[src/rtl/fps_pkg.sv]
package fps_pkg;
  typedef enum logic {
    OP_PROG  = 1'b0,
    OP_ERASE = 1'b1
  } op_kind_e;

  typedef struct packed {
    logic     busy;
    op_kind_e kind;
    logic     inv7;
    logic     tgl;
  } poll_state_t;
endpackage

[src/rtl/fps_op_timer.sv]
module fps_op_timer
  import fps_pkg::*;
#(
  parameter int PROG_CYCLES  = 500,
  parameter int ERASE_CYCLES = 2000
) (
  input  logic     clk,
  input  logic     rst,
  input  logic     op_start,
  input  op_kind_e op_kind,
  output logic     accept,
  output logic     busy
);
  localparam int MAXC = (PROG_CYCLES > ERASE_CYCLES) ? PROG_CYCLES : ERASE_CYCLES;
  localparam int CW   = $clog2(MAXC + 1);
  localparam logic [CW-1:0] PLOAD = CW'(PROG_CYCLES - 1);
  localparam logic [CW-1:0] ELOAD = CW'(ERASE_CYCLES - 1);

  logic [CW-1:0] cnt_q;
  logic          busy_q;

  assign accept = op_start && !busy_q;
  assign busy   = busy_q;

  always_ff @(posedge clk) begin
    if (rst) begin
      busy_q <= 1'b0;
      cnt_q  <= '0;
    end else if (accept) begin
      busy_q <= 1'b1;
      cnt_q  <= (op_kind == OP_PROG) ? PLOAD : ELOAD;
    end else if (busy_q) begin
      if (cnt_q == '0) busy_q <= 1'b0;
      else             cnt_q  <= cnt_q - 1'b1;
    end
  end


  no_restart_chk: assert property (@(posedge clk) disable iff (rst)
    (busy_q && cnt_q != '0) |=> (busy_q && cnt_q == $past(cnt_q) - 1'b1));


  no_overrun_chk: assert property (@(posedge clk) disable iff (rst)
    (busy_q && cnt_q == '0 && !op_start) |=> !busy_q);
endmodule

[src/rtl/fps_stat_track.sv]
module fps_stat_track
  import fps_pkg::*;
(
  input  logic     clk,
  input  logic     rst,
  input  logic     accept,
  input  op_kind_e op_kind,
  input  logic     op_wbit,
  input  logic     busy,
  input  logic     rd_stb,
  output op_kind_e kind_q,
  output logic     inv7_q,
  output logic     tgl_q
);
  always_ff @(posedge clk) begin
    if (rst) begin
      kind_q <= OP_PROG;
      inv7_q <= 1'b0;
      tgl_q  <= 1'b0;
    end else if (accept) begin
      kind_q <= op_kind;
      inv7_q <= ~op_wbit;
      tgl_q  <= 1'b0;
    end else if (busy && rd_stb) begin
      tgl_q  <= ~tgl_q;
    end
  end


  tgl_flip_chk: assert property (@(posedge clk) disable iff (rst)
    (busy && rd_stb && !accept) |=> (tgl_q != $past(tgl_q)));


  tgl_hold_chk: assert property (@(posedge clk) disable iff (rst)
    (!rd_stb && !accept) |=> $stable(tgl_q));


  kind_keep_chk: assert property (@(posedge clk) disable iff (rst)
    (busy && !accept) |=> ($stable(kind_q) && $stable(inv7_q)));
endmodule

[src/rtl/fps_rd_mux.sv]
module fps_rd_mux
  import fps_pkg::*;
#(
  parameter int DW = 16
) (
  input  logic          clk,
  input  logic          rst,
  input  logic          rd_stb,
  input  poll_state_t   st,
  input  logic [DW-1:0] arr_rdata,
  output logic [DW-1:0] rd_data,
  output logic          rd_vld
);
  localparam int POLL_BIT = 7;
  localparam int TOG_BIT  = 6;

  logic [DW-1:0] stat_word;

  always_comb begin
    stat_word           = '0;
    stat_word[POLL_BIT] = (st.kind == OP_PROG) ? st.inv7 : 1'b0;
    stat_word[TOG_BIT]  = st.tgl;
  end

  always_ff @(posedge clk) begin
    if (rst) begin
      rd_data <= '0;
      rd_vld  <= 1'b0;
    end else begin
      rd_vld <= rd_stb;
      if (rd_stb) rd_data <= st.busy ? stat_word : arr_rdata;
    end
  end


  vld_follow_chk: assert property (@(posedge clk) disable iff (rst)
    rd_stb |=> rd_vld);


  data_hold_chk: assert property (@(posedge clk) disable iff (rst)
    !rd_stb |=> (!rd_vld && $stable(rd_data)));


  erase_low_chk: assert property (@(posedge clk) disable iff (rst)
    (rd_stb && st.busy && st.kind == OP_ERASE) |=> !rd_data[POLL_BIT]);


  quiet_bits_chk: assert property (@(posedge clk) disable iff (rst)
    (rd_stb && st.busy) |=> ($countones(rd_data) <= 2 && rd_data[TOG_BIT-1:0] == '0));
endmodule

[src/rtl/flash_poll_status.sv]
module flash_poll_status
  import fps_pkg::*;
#(
  parameter int DW           = 16,
  parameter int PROG_CYCLES  = 500,
  parameter int ERASE_CYCLES = 2000
) (
  input  logic          clk,
  input  logic          rst,
  input  logic          op_start,
  input  logic          op_kind,
  input  logic          op_wbit,
  input  logic          rd_stb,
  input  logic [DW-1:0] arr_rdata,
  output logic          busy,
  output logic [DW-1:0] rd_data,
  output logic          rd_vld
);
  op_kind_e    kind_in;
  op_kind_e    kind_q;
  logic        accept;
  logic        busy_w;
  logic        inv7_q;
  logic        tgl_q;
  poll_state_t st;

  assign kind_in = op_kind_e'(op_kind);

  fps_op_timer #(
    .PROG_CYCLES (PROG_CYCLES),
    .ERASE_CYCLES(ERASE_CYCLES)
  ) u_timer (
    .clk     (clk),
    .rst     (rst),
    .op_start(op_start),
    .op_kind (kind_in),
    .accept  (accept),
    .busy    (busy_w)
  );

  fps_stat_track u_track (
    .clk    (clk),
    .rst    (rst),
    .accept (accept),
    .op_kind(kind_in),
    .op_wbit(op_wbit),
    .busy   (busy_w),
    .rd_stb (rd_stb),
    .kind_q (kind_q),
    .inv7_q (inv7_q),
    .tgl_q  (tgl_q)
  );

  assign st = '{busy: busy_w, kind: kind_q, inv7: inv7_q, tgl: tgl_q};

  fps_rd_mux #(.DW(DW)) u_mux (
    .clk      (clk),
    .rst      (rst),
    .rd_stb   (rd_stb),
    .st       (st),
    .arr_rdata(arr_rdata),
    .rd_data  (rd_data),
    .rd_vld   (rd_vld)
  );

  assign busy = busy_w;


  prog_inv_chk: assert property (@(posedge clk) disable iff (rst)
    (rd_stb && busy_w && kind_q == OP_PROG) |=> (rd_data[7] == $past(inv7_q)));


  idle_pass_chk: assert property (@(posedge clk) disable iff (rst)
    (rd_stb && !busy_w) |=> (rd_data == $past(arr_rdata)));
endmodule

[config.mk]
export PLATFORM = sky130hd
export DESIGN_NAME = flash_poll_status
export DESIGN_NICKNAME = d
export VERILOG_FILES = /design/src/rtl/fps_pkg.sv /design/src/rtl/fps_op_timer.sv /design/src/rtl/fps_stat_track.sv /design/src/rtl/fps_rd_mux.sv /design/src/rtl/flash_poll_status.sv
export SDC_FILE = /design/constraint.sdc
export NUM_CORES = 1
export LEC_CHECK = 0
export ABC_CLOCK_PERIOD_IN_PS = 4300
export CAP_MARGIN = 5
export CORE_AREA = 2 2 55 57
export CTS_CLUSTER_SIZE = 10
export DETAILED_ROUTE_END_ITERATION = 8
export DIE_AREA = 0 0 57 59
export DONT_BUFFER_PORTS = 1
export MAX_ROUTING_LAYER = met4
export PLACE_DENSITY = 0.7
export SETUP_SLACK_MARGIN = 0.3
export SLEW_MARGIN = 25
export SYNTH_ARGS = -nofsm -noshare
export SYNTH_HDL_FRONTEND = slang
export SYNTH_SLANG_ARGS = --single-unit
export TNS_END_PERCENT = 1
[constraint.sdc]
create_clock -name clk -period 4.3 [get_ports clk]
set_input_delay 0.645 -clock clk [delete_from_list [all_inputs] [get_ports clk]]
set_output_delay 0.645 -clock clk [all_outputs]
set_load 0.1 [all_outputs]
After elaboration in Yosys (flattened, before gate mapping)
Index checks and enable logic that the tools add are counted.
{ "totals": {"ff_bits": 32, "latch_bits": 0, "ram_bits": 0, "rom_bits": 0, "inputBits": 22, "output_inout_bits": 18, "wordCells": 27, "memories": 0} }
{ "classes": {"addsub": 1, "mul": 0, "div_mod_pow": 0, "n_lt_le_gt_ge": 0, "n_eq_ne": 1, "shifts": 0, "muxes": 9, "n_bitwise": 2, "reduce_logical": 7} }
{ "op_table": {"columns": ["op", "count"], "rows": [
  ["$mux 11", 4],
  ["$mux 16", 1],
  ["$logic_not 11->1", 1],
  ["$sub 11x1->11 const B", 1],
  ["$mux 1", 4],
  ["$logic_and 1x1->1", 2],
  ["$ne 2x2->1 const B", 1],
  ["$not 1->1", 2],
  ["$reduce_and 2->1", 1],
  ["$reduce_bool 2->1", 1],
  ["$reduce_or 2->1", 1],
  ["$logic_not 1->1", 1]
]} }

Longest topological paths before layout
{ "logic_depth": {"depth_word": 4, "depth_mapped": 6, "mapped_depth_nobuf": 6} }

Modules after synthesis
Synthesis repeated with hierarchy kept, for this count alone.
{ "unflattened": {"hier_cells": 161, "area_unflattened_um2": 1491.4} }
{ "modules_own_cells": {"columns": ["mod", "instances", "cells_per_inst", "area_each_um2", "seq_area_each_um2"], "rows": [
  ["fps_rd_mux", 1, 73, 705.7, 340.3],
  ["fps_op_timer", 1, 78, 670.6, 240.2],
  ["fps_stat_track", 1, 10, 115.1, 60.1]
]} }

Worst setup path after synthesis
No wires, ideal clock.
{ "synth_path": {"kind": "register -> register", "startpoint": "register u_timer.busy_q (netlist: u_timer.busy)", "endpoint": "register u_timer.cnt_q[10]", "setup_ps": 117, "t_arrival_ps": 2066, "required_time_ps": 4183, "setup_slack_ps": 2117, "stages_incl_launch_ff": 5, "path_buffers": 0, "period_less_slack_ps": 2183, "path_cell_list": "dfxtp_1 and4bb_2 or4b_1 a31oi_1 nor2_1"} }
{ "synth_between": {"elab_chain_cells": 4, "word_cells_on_any_way": 6, "classes_between": "eq/ne (1); mux (1); reduce/logical (4)"} }
{ "synth_lines": {"columns": ["item", "line", "source"], "rows": [
  ["start, declared", "fps_op_timer.sv:20", "logic busy_q;"],
  ["start signal, assigned", "fps_op_timer.sv:27", "busy_q <= 1'b0;"],
  ["start signal, assigned", "fps_op_timer.sv:30", "busy_q <= 1'b1;"],
  ["start signal, assigned", "fps_op_timer.sv:33", "if (cnt_q == '0) busy_q <= 1'b0;"],
  ["$logic_not 1->1", "fps_op_timer.sv:22", "assign accept = op_start && !busy_q;"],
  ["$logic_and 1x1->1", "fps_op_timer.sv:22", null],
  ["$ne 2x2->1 (no line) / $reduce_bool 2->1 (equally long branches)", null, null],
  ["$reduce_and 2->1 (no line)", null, null],
  ["end signal, assigned", "fps_op_timer.sv:31", "cnt_q <= (op_kind == OP_PROG) ? PLOAD : ELOAD;"],
  ["end signal, assigned", "fps_op_timer.sv:34", "else cnt_q <= cnt_q - 1'b1;"],
  ["end, declared", "fps_op_timer.sv:19", "logic [CW-1:0] cnt_q;"]
]} }
Parallel ways exist; a longest one is shown, timed or not.
A chain may end at the register's enable or synchronous reset.

Final worst setup path
{ "layout_path": {"startpoint": "register u_timer.busy_q (netlist: u_timer.busy)", "endpoint": "register u_timer.cnt_q[6]"} }
Same word-level chain as after synthesis.

==> impl_metrics.json <==
{
  "vdd_drop_max_mv": 0.3547,
  "finalSetupTns_ns": 0,
  "core_um2": 2710,
  "ys_seq_elements": 32,
  "first_pass_iters": 4,
  "pwr-share-clk_pct": 34.1,
  "clk_latency_ns": 0.33,
  "io_pins": 40,
  "initial_utilization_pct": 51.43,
  "fin_crit_ns": 2.042,
  "clock-skew-final_ns": 0.01154,
  "drtIter0Drc": 56,
  "startpoint_type": "register",
  "port_buffers": 0,
  "cts_setup_buffers": 0,
  "cts-root-buf": "clkbuf_4",
  "grt_pass1_wl_um": 4623,
  "dieArea_um2": 3363,
  "maxSlewViolCount": 0,
  "numCtsBuffers": 5,
  "finalCritPeriodShare_pct": 47.49,
  "vias": 1120,
  "max_slew_margin_pct": 35.52,
  "p_comb_share_pct": 12.6,
  "rows": 19,
  "final_common_cell": "dfxtp_1",
  "fin_hold_ws_ns": 0.3690,
  "syn_area_per_cell_um2": 8.711,
  "routed_wl_um": 2873,
  "h-tree-depth": 2,
  "grt_overflow": 0,
  "cts_tree": "yes",
  "swShare_pct": 31.57,
  "fp.dieW_um": 57,
  "antenna_left": 0,
  "antenna_found_initial": 0,
  "cts.repair.resized": 0,
  "crit_path_end_kind": "register",
  "synth_async_sr_flop_share_pct": 0,
  "final_nets": 183,
  "n_fill_cell": 255,
  "drive_gt1_share_pct": 8.696,
  "fmax_ghz": 0.4897,
  "p_switching_uw": 238.1,
  "synth_compound_area_share_pct": 18.94,
  "tightest_slew_ns": 0.9658,
  "syn_inst": 160,
  "met3_usage_pct": 5.895,
  "ys.flop_type": "dfxtp_1",
  "cp.required_ns": 4.55,
  "seq_power_share_pct": 53.3,
  "top_usage_layer": "met2",
  "rsz0062_at_grt": "no",
  "n_antenna_cell": 0,
  "yosys.cell_types.count": 36,
  "synth-simple-area-share_pct": 27.47,
  "cap_violations": 0,
  "synthMuxAreaShare_pct": 2.244,
  "place_congestion": 0.9033,
  "finalHoldViolations": 0,
  "multi_input_area_um2": 699.4,
  "wl_per_cell_um": 14.96,
  "synth_edf_count": 0,
  "postCtsHoldBufs": 0,
  "synthToLayoutAreaGrowth_pct": 7.361,
  "power.density_nw_per_um2": 503.9,
  "critPathArrivalTime_ns": 2.29,
  "use_met2_pct": 28.24,
  "fp.dieH_um": 59,
  "avgViaCountPerCell": 5.833,
  "synth_top_family_by_area": "simple AND/OR/NAND/NOR gates",
  "setup_viol": 0,
  "grt_use_met1_pct": 22.25,
  "cellLeakagePower_uw": 0.0005556,
  "first_global_vias": 1037,
  "outcome": "completed",
  "cp_max_fo": 12,
  "regArea_um2": 640.6,
  "grt_start_max_net_pins": 33,
  "cts.sinks": 32,
  "synthAdderAreaFrac_pct": 0.8977,
  "synth_area_um2": 1394,
  "synth_xor_area_share_pct": 0.6284,
  "cts_buffer_depth": 2,
  "drc_errors": 0,
  "clk_pin_slew_ns": 0.10,
  "mostFrequentLayoutCells": "dfxtp_1 (32), nor2_1 (24), a21oi_1 (21), nor2b_1 (19), clkbuf_4 (5)",
  "grt.total_usage_pct": 18.51,
  "critPathKind": "reg -> reg",
  "dp_hpwl_um": 2006,
  "internal_power_uw": 516.0,
  "ys_seq_area_share_pct": 45.96,
  "worstHoldPathType": "in -> reg",
  "ys_warn_count": 0,
  "synth_nets": 183
}
==> state kept, by name (all words and copies together) (netlist names) <==
register / count
u_mux.rd_data: 16
u_timer.cnt_q: 11
u_mux.rd_vld: 1
u_timer.busy: 1
u_track.inv7_q: 1
u_track.kind_q: 1
u_track.tgl_q: 1
==> layer usage <==
layer	up-vias	part of all wire (%)	routed length, µm
met4	0	2.5	71
li1	571	-	-
met1	505	45	1296
met5	-	0	0
met2	34	46	1315
met3	10	6.6	189
==> Yosys cell counts, types with 3 or more instances <==
library cell	number	area, µm²
nor2_1	24	90.09
dfxtp_1	32	640.6
a311oi_1	3	26.28
clkbuf_1	6	22.52
a211oi_1	4	30.03
nor2b_1	19	118.9
o21ai_0	4	20.02
nor4_1	3	18.77
inv_1	4	15.01
a21oi_1	21	105.1
nand3b_1	3	22.52
nand2_1	4	15.01
nor3_1	4	20.02
==> worst paths after layout <==
check	slack, ns	cells after the start	startpoint	end
worst max-delay path	2.26	5	u_timer.busy	u_timer.cnt_q[6]
worst min-delay path	0.37	1	rst	u_timer.cnt_q[8]
worst max register to register	2.26	5	u_timer.busy	u_timer.cnt_q[6]
worst min register to register	0.46	2	u_track.kind_q	u_track.kind_q
==> cell families (layout without fill, tap and decap cells) <==
kind of cell / after synthesis / in the layout
adders and majority gates: 1 / 1
and+or+nand+nor: 69 / 69
DFF: 32 / 32
xor gates and xnor gates: 1 / 1
buffers and inverters: 12 / 13
muxes: 3 / 3
AOI/OAI and AO/OA: 42 / 42
==> worst max-delay path, cell delays in order, from the launching register on <==
cell,delay [ns]
dfxtp_1,0.46
buf_4,0.40
and4bb_2,0.34
a21boi_0,0.37
a211oi_1,0.14
a311oi_1,0.25
==> power groups by stage <==
stage	clock, µW	combinational, µW	sequential (µW)
detailed placement	0	94.9	408
floorplan	0	80.8	408
finish	257	95.3	402
CTS	261	95.3	402
global placement	0	93.0	408
global route	272	108	405
==> stage by stage <==
stage	power (µW)	utilization (%)	setup slack (ns)	std cells	area (µm²)
after floorplan	489.2	-	2.117	160	1394
after global placement	500.5	51.71	2.326	184	1401
after detailed placement	502.8	51.71	2.286	184	1401
after CTS	757.9	55.22	2.278	192	1496
after global routing	785.4	55.22	2.134	192	1496
final	754.1	55.22	2.258	192	1496
==> area by class of cell <==
cell class	count	share of cell area, %
well taps	31	2.592
multi-input cells	116	46.74
repair buffers	1	0.5017
flip-flops and latches	32	42.81
clock inverters	1	2.007
inverters	4	1.003
clock buffers	7	4.348
Power figures use the tool's default switching activity.
